==> config.mk <==
export PLATFORM = sky130hd
export DESIGN_NAME = regwin_ptr
export DESIGN_NICKNAME = d
export VERILOG_FILES = /design/src/rtl/regwin_ptr.sv
export SDC_FILE = /design/constraint.sdc
export NUM_CORES = 1
export LEC_CHECK = 0
export ABC_AREA = 1
export BUFFER_PORTS_ARGS = -buffer_cell sky130_fd_sc_hd__buf_2
export CORE_ASPECT_RATIO = 1.1
export CORE_MARGIN = 2
export CORE_UTILIZATION = 38
export CTS_CLUSTER_DIAMETER = 50
export DETAILED_ROUTE_END_ITERATION = 8
export PLACE_DENSITY = 0.89
export RECOVER_POWER = 100
export SLEW_MARGIN = 10
export SYNTH_ARGS = -nofsm -noshare
export SYNTH_HDL_FRONTEND = slang
export SYNTH_SLANG_ARGS = --single-unit
==> constraint.sdc <==
create_clock -name clk -period 2.9 [get_ports clk]
set_input_delay 0.29 -clock clk [delete_from_list [all_inputs] [get_ports clk]]
set_output_delay 0.29 -clock clk [all_outputs]
set_load 0.02 [all_outputs]
==> src/rtl/regwin_ptr.sv <==
module regwin_ptr #(
  parameter int NWIN  = 8,
  parameter int NGLOB = 10,
  parameter int NSHR  = 6,
  parameter int NLOC  = 10,
  parameter logic [31:0] OVF_VEC = 32'h8000_0020,
  parameter logic [31:0] UNF_VEC = 32'h8000_0024
) (
  input  logic                                            clk,
  input  logic                                            rst_n,
  input  logic                                            call_i,
  input  logic                                            ret_i,
  input  logic                                            ret_cond_i,
  input  logic                                            swp_we_i,
  input  logic [$clog2(NWIN)-1:0]                         swp_wdata_i,
  input  logic [$clog2(NGLOB+2*NSHR+NLOC)-1:0]            rs1_i,
  input  logic [$clog2(NGLOB+2*NSHR+NLOC)-1:0]            rs2_i,
  input  logic [$clog2(NGLOB+2*NSHR+NLOC)-1:0]            rd_i,
  output logic [$clog2(NWIN)-1:0]                         cwp_o,
  output logic [$clog2(NGLOB+NWIN*(NSHR+NLOC))-1:0]       rs1_idx_o,
  output logic [$clog2(NGLOB+NWIN*(NSHR+NLOC))-1:0]       rs2_idx_o,
  output logic [$clog2(NGLOB+NWIN*(NSHR+NLOC))-1:0]       rd_idx_o,
  output logic                                            ovf_trap_o,
  output logic [31:0]                                     ovf_vec_o,
  output logic                                            unf_trap_o,
  output logic [31:0]                                     unf_vec_o,
  output logic                                            proto_err_o
);
  localparam int WB     = $clog2(NWIN);
  localparam int AW     = $clog2(NGLOB + 2*NSHR + NLOC);
  localparam int FRAME  = NSHR + NLOC;
  localparam int PW     = $clog2(NGLOB + NWIN*FRAME);
  localparam int OUT_LO = NGLOB + NSHR + NLOC;

  logic [WB-1:0] cwp_q, swp_q;
  logic          ovf_q, unf_q, perr_q;

  function automatic logic [WB-1:0] wprev(input logic [WB-1:0] w);
    return (w == '0) ? WB'(NWIN-1) : w - 1'b1;
  endfunction

  function automatic logic [WB-1:0] wnext(input logic [WB-1:0] w);
    return (int'(w) == NWIN-1) ? '0 : w + 1'b1;
  endfunction

  function automatic logic [PW-1:0] phys(input logic [WB-1:0] w, input logic [AW-1:0] r);
    if (int'(r) < NGLOB)       return PW'(int'(r));
    else if (int'(r) < OUT_LO) return PW'(NGLOB + int'(w)*FRAME + int'(r) - NGLOB);
    else                       return PW'(NGLOB + int'(wprev(w))*FRAME + int'(r) - OUT_LO);
  endfunction

  logic [WB-1:0] cwp_dn, cwp_up;
  logic          call_hit, ret_go, ret_hit;

  assign cwp_dn   = wprev(cwp_q);
  assign cwp_up   = wnext(cwp_q);
  assign call_hit = (cwp_dn == swp_q);
  assign ret_go   = ret_i && ret_cond_i && !call_i;
  assign ret_hit  = (cwp_up == swp_q);

  always_ff @(posedge clk) begin
    if (!rst_n) begin
      cwp_q  <= '0;
      swp_q  <= WB'(1);
      ovf_q  <= 1'b0;
      unf_q  <= 1'b0;
      perr_q <= 1'b0;
    end else begin
      ovf_q <= call_i && call_hit;
      unf_q <= ret_go && ret_hit;
      if (call_i && ret_i) perr_q <= 1'b1;
      if (call_i) begin
        if (!call_hit) cwp_q <= cwp_dn;
      end else if (ret_go && !ret_hit) begin
        cwp_q <= cwp_up;
      end
      if (swp_we_i) swp_q <= swp_wdata_i;
    end
  end

  assign cwp_o       = cwp_q;
  assign rs1_idx_o   = phys(cwp_q, rs1_i);
  assign rs2_idx_o   = phys(cwp_q, rs2_i);
  assign rd_idx_o    = phys(call_i ? cwp_dn : cwp_q, rd_i);
  assign ovf_trap_o  = ovf_q;
  assign unf_trap_o  = unf_q;
  assign ovf_vec_o   = ovf_q ? OVF_VEC : '0;
  assign unf_vec_o   = unf_q ? UNF_VEC : '0;
  assign proto_err_o = perr_q;

  p_call_dec_r2: assert property (@(posedge clk) disable iff (!rst_n)
    call_i && (wprev(cwp_o) != swp_q) |=> cwp_o == wprev($past(cwp_o)));
  p_no_overflow_r3: assert property (@(posedge clk) disable iff (!rst_n)
    call_i && (wprev(cwp_o) == swp_q) |=> $stable(cwp_o) && ovf_trap_o);
  p_ret_inc_r4: assert property (@(posedge clk) disable iff (!rst_n)
    ret_i && ret_cond_i && !call_i && (wnext(cwp_o) != swp_q) |=> cwp_o == wnext($past(cwp_o)));
  p_ret_false_r5: assert property (@(posedge clk) disable iff (!rst_n)
    ret_i && !ret_cond_i && !call_i |=> $stable(cwp_o) && !unf_trap_o && !ovf_trap_o);
  p_no_underflow_r6: assert property (@(posedge clk) disable iff (!rst_n)
    ret_i && ret_cond_i && !call_i && (wnext(cwp_o) == swp_q) |=> $stable(cwp_o) && unf_trap_o);
  p_trap_excl_r6: assert property (@(posedge clk) disable iff (!rst_n)
    $onehot0({ovf_trap_o, unf_trap_o}));
  p_alias_r8: assert property (@(posedge clk) disable iff (!rst_n)
    call_i && int'(rd_i) >= NGLOB && int'(rd_i) < NGLOB + NSHR
      && int'(rs1_i) == int'(rd_i) + OUT_LO - NGLOB |-> rd_idx_o == rs1_idx_o);
  p_global_r9: assert property (@(posedge clk) disable iff (!rst_n)
    int'(rs2_i) < NGLOB |-> int'(rs2_idx_o) == int'(rs2_i));
  p_perr_sticky_r11: assert property (@(posedge clk) disable iff (!rst_n)
    proto_err_o |=> proto_err_o);
endmodule

==> results of run 1 <==
-- layer usage --
metal	wire length [µm]	GRT usage	vias to the layer above
li1	-	-	773
met1	1380	0.142	682
met2	1810	0.242	89
met3	316	0.0224	11
met4	68	0.0578	0
met5	0	0	-
-- layout make-up --
cell class	count	share of cell area
inverters	31	0.0634
clock buffers	4	0.0235
multi-input cells	196	0.592
flip-flops and latches	9	0.0967
repair buffers	67	0.189
well taps	54	0.0353
-- sequential cells by signal (all words and copies together) (netlist names) --
signal       cells
unf_trap_o       1
proto_err_o      1
swp_q            3
ovf_trap_o       1
cwp_o            3
-- worst max-delay path by stage --
stage	cells after the start	start	end	slack (ns)
2_1_floorplan	19	cwp_o[1]$_SDFFE_PN0P_	rd_idx_o[7]	0.02
3_3_place_gp	20	cwp_o[0]$_SDFFE_PN0P_	rd_idx_o[6]	0.12
3_5_place_dp	20	cwp_o[0]$_SDFFE_PN0P_	rd_idx_o[6]	0.007
4_1_cts	20	cwp_o[1]$_SDFFE_PN0P_	rd_idx_o[6]	-0.09
5_1_grt	20	cwp_o[0]$_SDFFE_PN0P_	rd_idx_o[6]	-0.20
6_report	16	cwp_o[0]$_SDFFE_PN0P_	rd_idx_o[6]	-0.08
-- worst max-delay path, delay by kind of cell (launching register included) --
family                   cells  cell delay, ns
adder cells (fa/ha/maj)      3            0.94
AND/OR/NAND/NOR              6            0.45
buffers and inverters        5            0.42
flip-flops                   1            0.34
AO/OA/AOI/OAI                2            0.28
-- power groups by stage --
stage | Sequential (W) | Clock (W) | Combinational [W]
finish | 0.000150 | 0.000153 | 0.000798
global route | 0.000152 | 0.000158 | 0.000885
CTS | 0.000150 | 0.000153 | 0.000767
detailed placement | 0.000150 | 0 | 0.000702
global placement | 0.000149 | 0 | 0.000676
floorplan | 0.000169 | 0 | 0.000580
-- cells in the final DEF, fill, tap and decap left out, drive strengths merged, types with 9 or more instances in the layout --
cell type	Yosys	layout
nor2	19	19
dfxtp	9	9
ha	18	18
nand2	43	43
o21ai	11	11
nand3	16	16
buf	77	49
inv	31	31
clkbuf	0	22
conb	1	59
a21oi	10	10
-- what timing repair did --
action / in CTS / in global routing
setup buffers: 6 / 2
pin swaps: 7 / 6
endpoints found under the hold margin: 0 / 0
hold buffers: 0 / 0
resized for setup: 20 / 6
setup endpoints to repair: 2 / 2
-- cell families (layout without fill, tap and decap cells) --
family                   Yosys count  after routing  share of synthesized area
AND/OR/NAND/NOR                   83             83                      0.208
XOR/XNOR                           6              6                     0.0304
AO/OA/AOI/OAI                     27             27                     0.0841
other                              1             59                    0.00217
adder cells (fa/ha/maj)           21             21                      0.165
buffers and inverters            108            102                      0.406
flip-flops                         9              9                      0.104
-- through the flow --
step	hold WS (ns)	std cells
after floorplan	0.390	313
final	0.273	361
after detailed placement	0.451	349
after global routing	0.299	361
after CTS	0.275	359
after global placement	0.449	349
==> metrics.md, run 1 <==
| Metric | Value |
|---|---|
| Status | finished, violations left |
| Failing checks | setup timing |
| Fill count | 453 |
| Top FF cell, synth | dfxtp_1 |
| HP Start | swp_wdata_i[0] |
| Fmax | between 0.3 and 0.4 GHz |
| Combinational Power Share | 0.725 |
| Final hold violation count | 0 |
| Layout cells sized above 1 | 0.257 |
| CTS tree | yes |
| Seq cells post-synth | 9 |
| Crit start category | flip-flop |
| Final setup viols | 2 |
| DR iter-0 viols | 48 |
| Hold Path Depth | 3 |
| Post-synth top area share | 0.330 |
| Crit end category | primary output |
| Largest area contributor in the netlist | buf_4 |
| GR Util All Layers | 0.130 |
| Worst-path fanout max | 4 |
| Initial antenna violation count | 0 |
| Clock transition at the registers of the reported paths | around 0.05 ns |
| Endpoint, Worst Hold | swp_q[0]$_SDFFE_PN1P_ |
| Final nets | between 300 and 400 |
| Num CTS Buffers | 3 |
| Final Instance Area | ~0.0019 mm² |
| Total number of vias | roughly 1,600 |
| Reg power frac | 0.136 |
| TritonCTS Sinks | 9 |
| Synth cell count leaders | buf_4 (76), nand2_1 (37), inv_1 (29) |
| Final setup TNS | -0.0975 ns |
| DR pass1 iterations | 4 |
| Ports | between 100 and 150 |
| Synthesized area | around 0.0017 mm² |
| Clock Tree Buf Depth | 2 |
| Die ar. | between 0.005 and 0.006 mm² |
| Fin util | 0.441 |
| Peak supply drop | ~0.24 mV |
| Flop2flop setup slack | 1.01 ns |
| CP cell instances | inv_4 -> ha_4 -> nand2_4 -> nand2_4 -> inv_2 -> nor2_2 -> a21oi_2 -> buf_4 -> ha_1 -> o21ai_1 -> nand2_1 -> fa_2 -> nand2_1 -> nand3_1 -> inv_1 -> buf_6 |
| Reg area | around 190 µm² |
| Netlist cell types | 23 |
| Post-DR wirelength/cell | 9.89 µm |
| Root buf cell | clkbuf_8 |
| RSZ-0062 raised after global routing | yes |
| Required time of the critical path | ~2.6 ns |
| Die Span X | slightly below 70 µm |
| Worst R2R Start | cwp_o[0]$_SDFFE_PN0P_ |
| Via density | 4.31 |
| Most common cell in the synthesized netlist | buf_4 |
| Antenna-violating nets left | 0 |
| Residual DRC count | 0 |
| Vias in the first global route | approximately 1,200 |
| Data arrival, critical path | approximately 2.7 ns |
| Ant. Diodes | 0 |
| Core area | about 0.0043 mm² |
| Mapped Avg Cell Area | just under 7 µm² |
| IO buf count | 52 |
| Area grow syn2layout | 10.9% |
| Total Power | roughly 0.0011 W |
| Initial Util | 0.397 |
| Slowest library cell on the worst path | fa_2 |
| H-Tree Depth | 1 |
| Type of the worst setup path | flip-flop to primary output |
| Multi-input logic area | around 0.0011 mm² |
| Async SR Flop Fraction | 0 |
| Placed cell area | 0.00176 mm² |
| Place WS | 0.00673 ns |
| Power per cell area | ~570 mW/mm² |
| YS warnings | 0 |
| GR Overflow Total | 0 |
| Hold crit path type | primary input to flip-flop |
| Chip Height | 74.7 µm |
| Gpl congestion | approximately 0.87 |
| Final Max Tran Viols | 0 |
| Hpwl dp | 2740 µm |
| Clock skew | slightly below 0.007 ns |
| Max incr delay on CP | ~0.57 ns |
| Post-synth EDFFs | 0 |
| Sw frac | 0.513 |
| Sequential area share after synthesis | 0.104 |
| Max cap viols | 0 |
| Worst r2r path cells | 9 |
| Int Pwr | about 0.00054 W |
| Setup WS post-layout | -0.0756 ns |
| First-pass GRT wire length | approximately 5000 µm |
| Switching pwr | 0.000565 W |
| Final WL | 3570 µm |
| R2R Path End | cwp_o[0]$_SDFFE_PN0P_ |
| Top post-synthesis cells by area | buf_4 (33%), ha_1 (13%), dfxtp_1 (10%), nand2_1 (8.0%), inv_1 (6.3%) |
| Rows | 25 |
| Clk pwr share | 0.139 |
| Largest net degree at the start of global routing | 9 |
| Latest clock arrival within the worst-skew pair | about 0.24 ns |
| Cells after Synth | around 260 |
| Static leakage | between 1 and 1.5 nW |
| Period utilization | 1.03 |
| Final Critical Period | a little under 3 ns |
(Power assumes the default switching activity.)
==> run 2: changes to the inputs <==
PLACE_DENSITY = 0.85   (was 0.89)
RECOVER_POWER = 25   (was 100)
==> run 2 against run 1 <==
Effect of this change: maximum frequency is 1.2% lower; register-to-register slack better by 0.09 ns; the run still ends with setup timing left; non-clock buffer count shrank 3; via count down 0.90%; clock power barely moved; largest cell class unchanged.
==> metrics.md, run 2 (synthesis results as in run 1) <==
| Metric | Value |
|---|---|
| Status | finished, violations left |
| Failing checks | setup timing |
| Worst-path fanout max | 3 (-1) |
| Clock Tree Buf Depth | 2 (unchanged) |
| RSZ-0062 raised after global routing | yes |
| Setup WS post-layout | -0.111 ns (-0.0357 ns) |
| TritonCTS Sinks | 9 (unchanged) |
| First-pass GRT wire length | 5530 µm (+11%) |
| Fin util | 0.439 (-0.00115) |
| Largest net degree at the start of global routing | 9 (unchanged) |
| CTS tree | yes |
| Placed cell area | 0.00176 mm² (unchanged) |
| GR Overflow Total | 0 (unchanged) |
| Final WL | 3530 µm (-1.1%) |
| Die ar. | 0.00510 mm² (unchanged) |
| Root buf cell | clkbuf_8 |
| CTS Hold Bufs | 0 (unchanged) |
| Fill count | 437 (-3.5%) |
| Placed cells | 349 (unchanged) |
| Via density | 4.30 (about the same) |
| Combinational Power Share | 0.721 (-0.004) |
| Total Power | 0.00109 W (-1.1%) |
| GR Util met3 | 0.00448 (-0.0179) |
| Bufs and invs on worst path | 7 (+2) |
| Worst hold margin | 0.267 ns (-0.00632 ns) |
| Ant. Diodes | 0 (unchanged) |
| Chip Height | 74.7 µm (unchanged) |
| DR iter-0 viols | 88 (+83%) |
| Required time of the critical path | 2.61 ns (about the same) |
| Fmax | 0.332 GHz (-1.2%) |
| GR Util All Layers | 0.142 (+0.0118) |
| Peak supply drop | 0.236 mV (-2.5%) |
| Antenna-violating nets left | 0 (unchanged) |
| Die Span X | 68.3 µm (unchanged) |
| Vias in the first global route | 1,300 (+6.4%) |
| Int Pwr | 0.000529 W (-1.3%) |
| Layout cells sized above 1 | 0.293 (+0.0354) |
| Max cap viols | 0 (unchanged) |
| Switching pwr | 0.000560 W (-0.83%) |
| Most frequent cells in the layout | conb_1 (59), buf_2 (47), nand2_1 (36), inv_1 (24), nor2_1 (18) |
| Crit path max-delay family | adder cells |
| Final Critical Period | 3.01 ns (+0.0357 ns) |
| Initial Util | 0.397 (unchanged) |
| Data arrival, critical path | 2.72 ns (+0.03 ns) |
| Commonest non-fill, non-tap cell in the layout | conb_1 |
| Period utilization | 1.04 (+0.0123) |
| Initial antenna violation count | 0 (unchanged) |
| Final nets | 350 (-0.85%) |
| Layer with the highest usage | met2 |
| Sw frac | 0.514 (+0.00127) |
| Core area | 0.00435 mm² (unchanged) |
| Total number of vias | 1,541 (-0.90%) |
| Final setup viols | 2 (unchanged) |
| Final Max Tran Viols | 0 (unchanged) |
| Clk pwr share | 0.141 (+0.002) |
| Post-DR wirelength/cell | 9.86 µm (-0.29%) |
| Clock skew | 0.00465 ns (-0.00215 ns) |
| Latest clock arrival within the worst-skew pair | 0.25 ns (about the same) |
| Crit start category | flip-flop |
| H-Tree Depth | 1 (unchanged) |
| DR pass1 iterations | 4 (unchanged) |
| Rows | 25 (unchanged) |
| Static leakage | 1.13 nW (+3.9%) |
| Hpwl dp | 2780 µm (+1.5%) |
| Met1 usage | 0.165 (+0.0223) |
| Num CTS Buffers | 3 (unchanged) |
| Final cell count without fillers | 358 (-0.83%) |
| Residual DRC count | 0 (unchanged) |
| Gpl congestion | 0.901 (+3.7%) |
| Reg power frac | 0.138 (+0.002) |
| Final Instance Area | 0.00191 mm² (-0.26%) |
| Clock transition at the registers of the reported paths | 0.05 ns (about the same) |
| Met2 Track Usage GR | 0.265 (+0.0237) |
| Max incr delay on CP | 0.51 ns (-0.06 ns) |
| CP cell instances | inv_4 -> ha_4 -> nand2_4 -> nand2_4 -> inv_4 -> nor2_4 -> a21oi_2 -> ha_2 -> nand2_2 -> nand2_1 -> inv_1 -> ha_2 -> inv_2 -> ha_4 -> inv_2 -> fa_2 -> nand2_1 -> nand3_1 -> inv_1 -> buf_6 |
| Power per cell area | 570 mW/mm² (-0.82%) |
| Hold crit path type | primary input to flip-flop |
| Final hold violation count | 0 (unchanged) |
| Slowest library cell on the worst path | fa_2 |
| Area grow syn2layout | 10.7% |
| Type of the worst setup path | flip-flop to primary output |
| Ports | 118 (unchanged) |
| Crit end category | primary output |
| IO buf count | 52 (unchanged) |
run 2: cell types whose count changed in the layout (fill, tap and decap cells not counted), moves of 2 or more:
cell | previous run | this run
buf_4 | 15 | 12
buf_2 | 32 | 47
inv_4 | 2 | 4
inv_2 | 6 | 3
nor2_2 | 2 | 0
clkbuf_1 | 19 | 4
run 2: worst paths after layout:
path | start | endpoint | cells past startpoint | slack (ns)
worst max-delay path | cwp_o[1]$_SDFFE_PN0P_ | rd_idx_o[6] | 20 | -0.11
worst min-delay path | swp_wdata_i[0] | swp_q[0]$_SDFFE_PN1P_ | 3 | 0.27
worst max register to register | cwp_o[0]$_SDFFE_PN0P_ | cwp_o[1]$_SDFFE_PN0P_ | 10 | 1.10
worst min register to register | proto_err_o$_SDFFE_PN0P_ | proto_err_o$_SDFFE_PN0P_ | 2 | 0.46
run 2: cell type report:
type / instances / area [µm²] / share of cell area
Clock buffer: 4 / 45.0 / 0.0236
Timing Repair Buffer: 64 / 359 / 0.188
Multi-Input combinational cell: 196 / 1130 / 0.590
Tap cell: 54 / 67.6 / 0.0354
Inverter: 31 / 126 / 0.0661
Sequential cell: 9 / 185 / 0.0969
run 2: layer usage:
metal / up-vias / routed length, µm
met5: - / 0
met4: 0 / 78
met3: 9 / 254
met2: 78 / 1840
met1: 686 / 1350
li1: 768 / -
run 2: timing repair:
| action | CTS | global route |
|---|---|---|
| endpoints found under the hold margin | 0 | 0 |
| resized for setup | 18 | 8 |
| pin swaps | 7 | 4 |
| setup endpoints to repair | 2 | 2 |
| buffers inserted | 4 | 1 |
run 2: stage by stage:
step / setup TNS (ns) / setup WS, ns
after floorplan: 0 / 0.0206
after CTS: -0.115 / -0.0835
after global routing: -0.476 / -0.239
after detailed placement: 0 / 0.0145
after global placement: 0 / 0.125
final: -0.199 / -0.111
run 2: power groups by stage:
stage                     sequential [W]  combinational [W]  clock (W)
final                           0.000150           0.000785   0.000154
after global routing            0.000152           0.000887   0.000160
after global placement          0.000149           0.000677          0
after CTS                       0.000149           0.000758   0.000155
after detailed placement        0.000150           0.000705          0
after floorplan                 0.000169           0.000580          0
run 2: tightest hold or removal path: cells and delay by family:
| family | cells | cell delay [ns] |
|---|---|---|
| AOI/OAI and AO/OA | 2 | 0.10 |
| buffers and inverters | 1 | 0.08 |
